$ cat src/rtl/mdio_slave.sv
module mdio_slave #(
  parameter int PRE_LEN = 32,
  parameter int DATA_W  = 16,
  parameter int ADDR_W  = 5
) (
  input  logic              mdc,
  input  logic              rst_n,
  input  logic [ADDR_W-1:0] phy_addr,
  input  logic              pre_sup_en,
  input  logic              mdio_i,
  output logic              mdio_o,
  output logic              mdio_oe,
  output logic [ADDR_W-1:0] rf_addr,
  input  logic [DATA_W-1:0] rf_rdata,
  output logic              rf_we,
  output logic [DATA_W-1:0] rf_wdata
);

  localparam int CMAX = (PRE_LEN > DATA_W) ? PRE_LEN : DATA_W;
  localparam int CW   = $clog2(CMAX + 1);
  localparam int AW2  = 2 * ADDR_W;

  typedef enum logic [2:0] {S_PRE, S_ST, S_OP, S_ADR, S_TA, S_DAT} st_t;

  st_t               st;
  logic [CW-1:0]     cnt;
  logic              rd, hit, oe_q, do_q, we_q;
  logic [DATA_W-1:0] sh;
  logic [ADDR_W-1:0] reg_q;

  wire [AW2-1:0] adr_next = {sh[AW2-2:0], mdio_i};
  wire           drive    = rd && hit;

  assign mdio_o   = do_q;
  assign mdio_oe  = oe_q;
  assign rf_addr  = reg_q;
  assign rf_we    = we_q;
  assign rf_wdata = sh;

  always_ff @(posedge mdc or negedge rst_n) begin
    if (!rst_n) begin
      st    <= S_PRE;
      cnt   <= '0;
      rd    <= 1'b0;
      hit   <= 1'b0;
      oe_q  <= 1'b0;
      do_q  <= 1'b0;
      we_q  <= 1'b0;
      sh    <= '0;
      reg_q <= '0;
    end else begin
      we_q <= 1'b0;
      case (st)
        S_PRE: begin
          if (mdio_i) begin
            if (cnt != CW'(PRE_LEN)) cnt <= cnt + 1'b1;
          end else begin
            if (cnt == CW'(PRE_LEN) || pre_sup_en) st <= S_ST;
            cnt <= '0;
          end
        end
        S_ST: st <= mdio_i ? S_OP : S_PRE;
        S_OP: begin
          if (cnt == '0) begin
            rd  <= mdio_i;
            cnt <= CW'(1);
          end else begin
            cnt <= '0;
            st  <= (rd != mdio_i) ? S_ADR : S_PRE;
          end
        end
        S_ADR: begin
          sh <= {sh[DATA_W-2:0], mdio_i};
          if (cnt == CW'(AW2 - 1)) begin
            reg_q <= adr_next[ADDR_W-1:0];
            hit   <= adr_next[AW2-1:ADDR_W] == phy_addr;
            cnt   <= '0;
            st    <= S_TA;
          end else begin
            cnt <= cnt + 1'b1;
          end
        end
        S_TA: begin
          if (cnt == '0) begin
            cnt <= CW'(1);
            if (drive) begin
              oe_q <= 1'b1;
              do_q <= 1'b0;
              sh   <= rf_rdata;
            end
          end else begin
            cnt <= '0;
            st  <= S_DAT;
            if (drive) begin
              do_q <= sh[DATA_W-1];
              sh   <= {sh[DATA_W-2:0], 1'b0};
            end
          end
        end
        S_DAT: begin
          if (rd) begin
            do_q <= sh[DATA_W-1];
            sh   <= {sh[DATA_W-2:0], 1'b0};
          end else begin
            sh <= {sh[DATA_W-2:0], mdio_i};
          end
          if (cnt == CW'(DATA_W - 1)) begin
            st   <= S_PRE;
            cnt  <= '0;
            oe_q <= 1'b0;
            we_q <= hit && !rd;
          end else begin
            cnt <= cnt + 1'b1;
          end
        end
        default: st <= S_PRE;
      endcase
    end
  end

  a_r3_ta_low: assert property (@(posedge mdc) disable iff (!rst_n)
    $rose(mdio_oe) |-> !mdio_o);

  a_r4_release_idle: assert property (@(posedge mdc) disable iff (!rst_n)
    $fell(mdio_oe) |-> st == S_PRE);

  a_r5_we_single: assert property (@(posedge mdc) disable iff (!rst_n)
    rf_we |=> !rf_we);

  a_r5_we_not_in_read: assert property (@(posedge mdc) disable iff (!rst_n)
    !(rf_we && mdio_oe));

  a_r6_drive_needs_match: assert property (@(posedge mdc) disable iff (!rst_n)
    mdio_oe |-> hit && rd);

  a_r7_drive_after_addr: assert property (@(posedge mdc) disable iff (!rst_n)
    mdio_oe |-> (st == S_TA || st == S_DAT));

endmodule

$ cat config.mk
export PLATFORM = sky130hd
export DESIGN_NAME = mdio_slave
export DESIGN_NICKNAME = d
export VERILOG_FILES = /design/src/rtl/mdio_slave.sv
export SDC_FILE = /design/constraint.sdc
export NUM_CORES = 1
export LEC_CHECK = 0
export ABC_AREA = 0
export BUFFER_PORTS_ARGS = -buffer_cell sky130_fd_sc_hd__buf_4
export CORE_MARGIN = 1.5
export CORE_UTILIZATION = 50
export CTS_BUF_LIST = sky130_fd_sc_hd__clkbuf_4 sky130_fd_sc_hd__clkbuf_8
export CTS_CLUSTER_SIZE = 16
export DETAILED_ROUTE_END_ITERATION = 16
export GPL_TIMING_DRIVEN = 0
export PLACE_DENSITY_LB_ADDON = 0.1
export SLEW_MARGIN = 5
export SYNTH_ARGS = -nofsm -noshare
export SYNTH_HDL_FRONTEND = slang
export SYNTH_SLANG_ARGS = --single-unit
$ cat constraint.sdc
create_clock -name mdc -period 2 [get_ports mdc]
set_input_delay 0.1 -clock mdc [delete_from_list [all_inputs] [get_ports mdc]]
set_output_delay 0.1 -clock mdc [all_outputs]
set_load 0.02 [all_outputs]
==> metrics.cfg <==
[grt]
grt_usage = 0.232
grt_pass1_wl_um = 7840
grt_max_degree = 36
grt_pass1_vias = 1723
antenna_found_initial = 0
globalRouteOverflowTotal = 0

[power_and_ir_drop]
ir_drop_mv = 0.567
powerDensity_nw_per_um2 = 1000
power_leakage_nw = 1.27

[setup_path]
crit_path_end_kind = flop
path_cells = inv_2 -> ha_4 -> or4b_4 -> buf_4 -> or3_4 -> o22ai_1 -> nand2_1 -> o311ai_1
worstSetupStartpointType = flop
crit_arrival_ns = 2.23
required_ns = 2.19
path_class = reg2reg
cp_max_fo = 3
slowest_delay_ns = 0.48
cp_slowest_cell = or4b_4

[logic_synthesis]
avgSynthCellArea_sq_um = 9.71
synth_top_area_cell = dfrtp_1
synthCells = 214
syn-num-nets = 244
yosysWarningCount = 0
ys_seq_area_frac = 0.421
synth.top_cell.area_share = 0.421
ys_top_cells_by_area = dfrtp_1, a22oi_2, nor2_1
synth_cell_type_count = 48
synth-seq-cells = 35
syn_area_sq_um = 2080

[layout]
syn_to_final_growth_pct = 35.5
post-route-util = 0.704
design_area_sq_um = 2820
final_cell_mix = buf_4, dfrtp_1, nor2_1, nand2_1, a21oi_1
num-nets-final = 312
final_common_cell = buf_4
drive_gt1_frac = 0.433
antenna_cells = 0

[sta]
slew_headroom = 0.633
skew_ns = 0.00432
post-route-min-period_ns = 2.04
setup_violations = 7
hold_viol = 0
setup_slack_ns = -0.0392
slew_violations = 0
timing.fmax_mhz = 490
finalCritPeriodShare = 1.02
tightest_slew_ns = 0.550
rsz0062_at_grt = yes
tns_ns = -0.100
hold_ws_ns = 0.102

[clock_tree]
ctsHtreeMaxLevel = 2
clk_pin_slew_ns = 0.07
numClockSinks = 35
root_buffer = clkbuf_8
numCtsBuffers = 5
worstSkewPairLatency_ns = 0.29
clockBufferDepth = 2
cts_tree = yes

[die]
design.die.area_sq_um = 4550
core_area_sq_um = 4000
die_h_um = 67.5
fp.dieW_um = 67.5
io_pins = 49
rows = 23
start_util = 0.520

[drt]
drtAntennaViolNets = 0
drt-initial-drc-count = 142
routed-wl-met2_um = 2460
dr.pass1.iters = 4
vias = 1939
finalWirelength_um = 5080
drc_errors = 0
drt-met1-wl_um = 2300
routed-wl-met3_um = 232
routedWlPerCell_um = 15.3
viasPerCell = 5.84
top_layer = met4

[placement]
dpl.hpwl_um = 3320
io_buffer_count = 48
pre_cts_ws_ns = -0.374
gp_congestion = 0.849
dpl_cell_area_sq_um = 2500

[run]
drv_cap = 0

[run_status]
violations = negative setup slack
status = complete, but fails checks

[worst_hold_path]
hp-class = in2reg

[kinds of logic (layout without fill, tap and decap cells)]
kind of cell,Yosys count,after routing,share of synthesized area
AO/OA/AOI/OAI,73,73,0.266
XOR/XNOR,5,5,0.0211
adder cells (fa/ha/maj),5,5,0.0301
buffers and inverters,18,86,0.0518
flip-flops,35,35,0.421
multiplexers,6,6,0.0325
AND/OR/NAND/NOR,72,72,0.178
[routing by layer]
layer  vias up  GRT usage
met4         0     0.0944
met1       955      0.296
met5         -          0
met3         8     0.0517
met2        60      0.377
li1        916          -
[path summary, 6_finish.rpt]
path | start | to | slack (ns) | depth (start not counted)
setup / recovery | cnt[0] | cnt[0] | -0.04 | 8
hold / removal | rf_rdata[13] | rf_wdata[13] | 0.10 | 3
setup reg to reg | cnt[0] | cnt[0] | -0.04 | 8
hold reg to reg | rf_addr[3] | rf_addr[3] | 0.51 | 1
max in group asynchronous | rst_n | st[1] | 1.36 | 2
min in group asynchronous | rst_n | st[0] | 0.30 | 2
[report_power, final]
part           internal (mW)  switching, mW  total (mW)
clock                  0.270          0.256       0.526
sequential             0.822          0.142       0.964
combinational          0.612          0.715        1.33
[synth_stat cells (all sizes together)]
library cell   n
nand2b         4
a32o           1
mux2           6
buf            6
o2111ai        1
o21ai         11
and3b          1
o211ai         1
nor2          27
nand4          1
nand3          1
a211oi         1
and3           3
xnor2          2
inv            5
o31a           1
nor2b          4
and2           1
nor4           2
nand2         15
nor3           5
or4b           1
o31ai          4
dfrtp         35
a41oi          1
o311ai         2
a21boi         1
or3            1
a22oi         15
a31oi          5
xor2           3
nor3b          2
ha             5
a21oi         24
a22o           3
nor4b          1
o22ai          2
clkbuf         7
or3b           1
nand3b         2
[through the flow]
stage / instances / power, mW
2_1_floorplan: 214 / 1.70
3_5_place_dp: 312 / 2.03
4_1_cts: 330 / 2.72
5_1_grt: 332 / 2.98
3_3_place_gp: 312 / 2.03
6_report: 332 / 2.82
[what timing repair did]
item / CTS / global route
resized for setup: 15 / 16
buffers inserted: 10 / 3
hold buffers: 1 / 0
pin swaps: 29 / 11
setup endpoints to repair: 23 / 24
gates cloned: 1 / 1
endpoints found under the hold margin: 35 / 0
[sequential cells by signal, indices dropped and copies added (netlist names)]
register  count
rf_wdata     16
cnt           6
rf_addr       5
st            3
hit           1
mdio_o        1
mdio_oe       1
rd            1
rf_we         1
[cell type report]
| class | instances | area (sq um) |
|---|---|---|
| multi-input cells | 161 | 1180 |
| clock buffers | 6 | 82.6 |
| plain buffers | 11 | 78.8 |
| well taps | 50 | 62.6 |
| clock inverters | 1 | 5.00 |
| flip-flops and latches | 35 | 877 |
| fillers | 308 | 1180 |
| inverters | 5 | 18.8 |
| repair buffers | 63 | 515 |
[worst max-delay path, delay by kind of cell, from the launching register on]
family | cells | cell delay (ns)
AO/OA/AOI/OAI | 2 | 0.24
adder cells (fa/ha/maj) | 1 | 0.13
buffers and inverters | 2 | 0.25
flip-flops | 1 | 0.40
AND/OR/NAND/NOR | 3 | 0.91
Power figures use the tool's default switching activity.
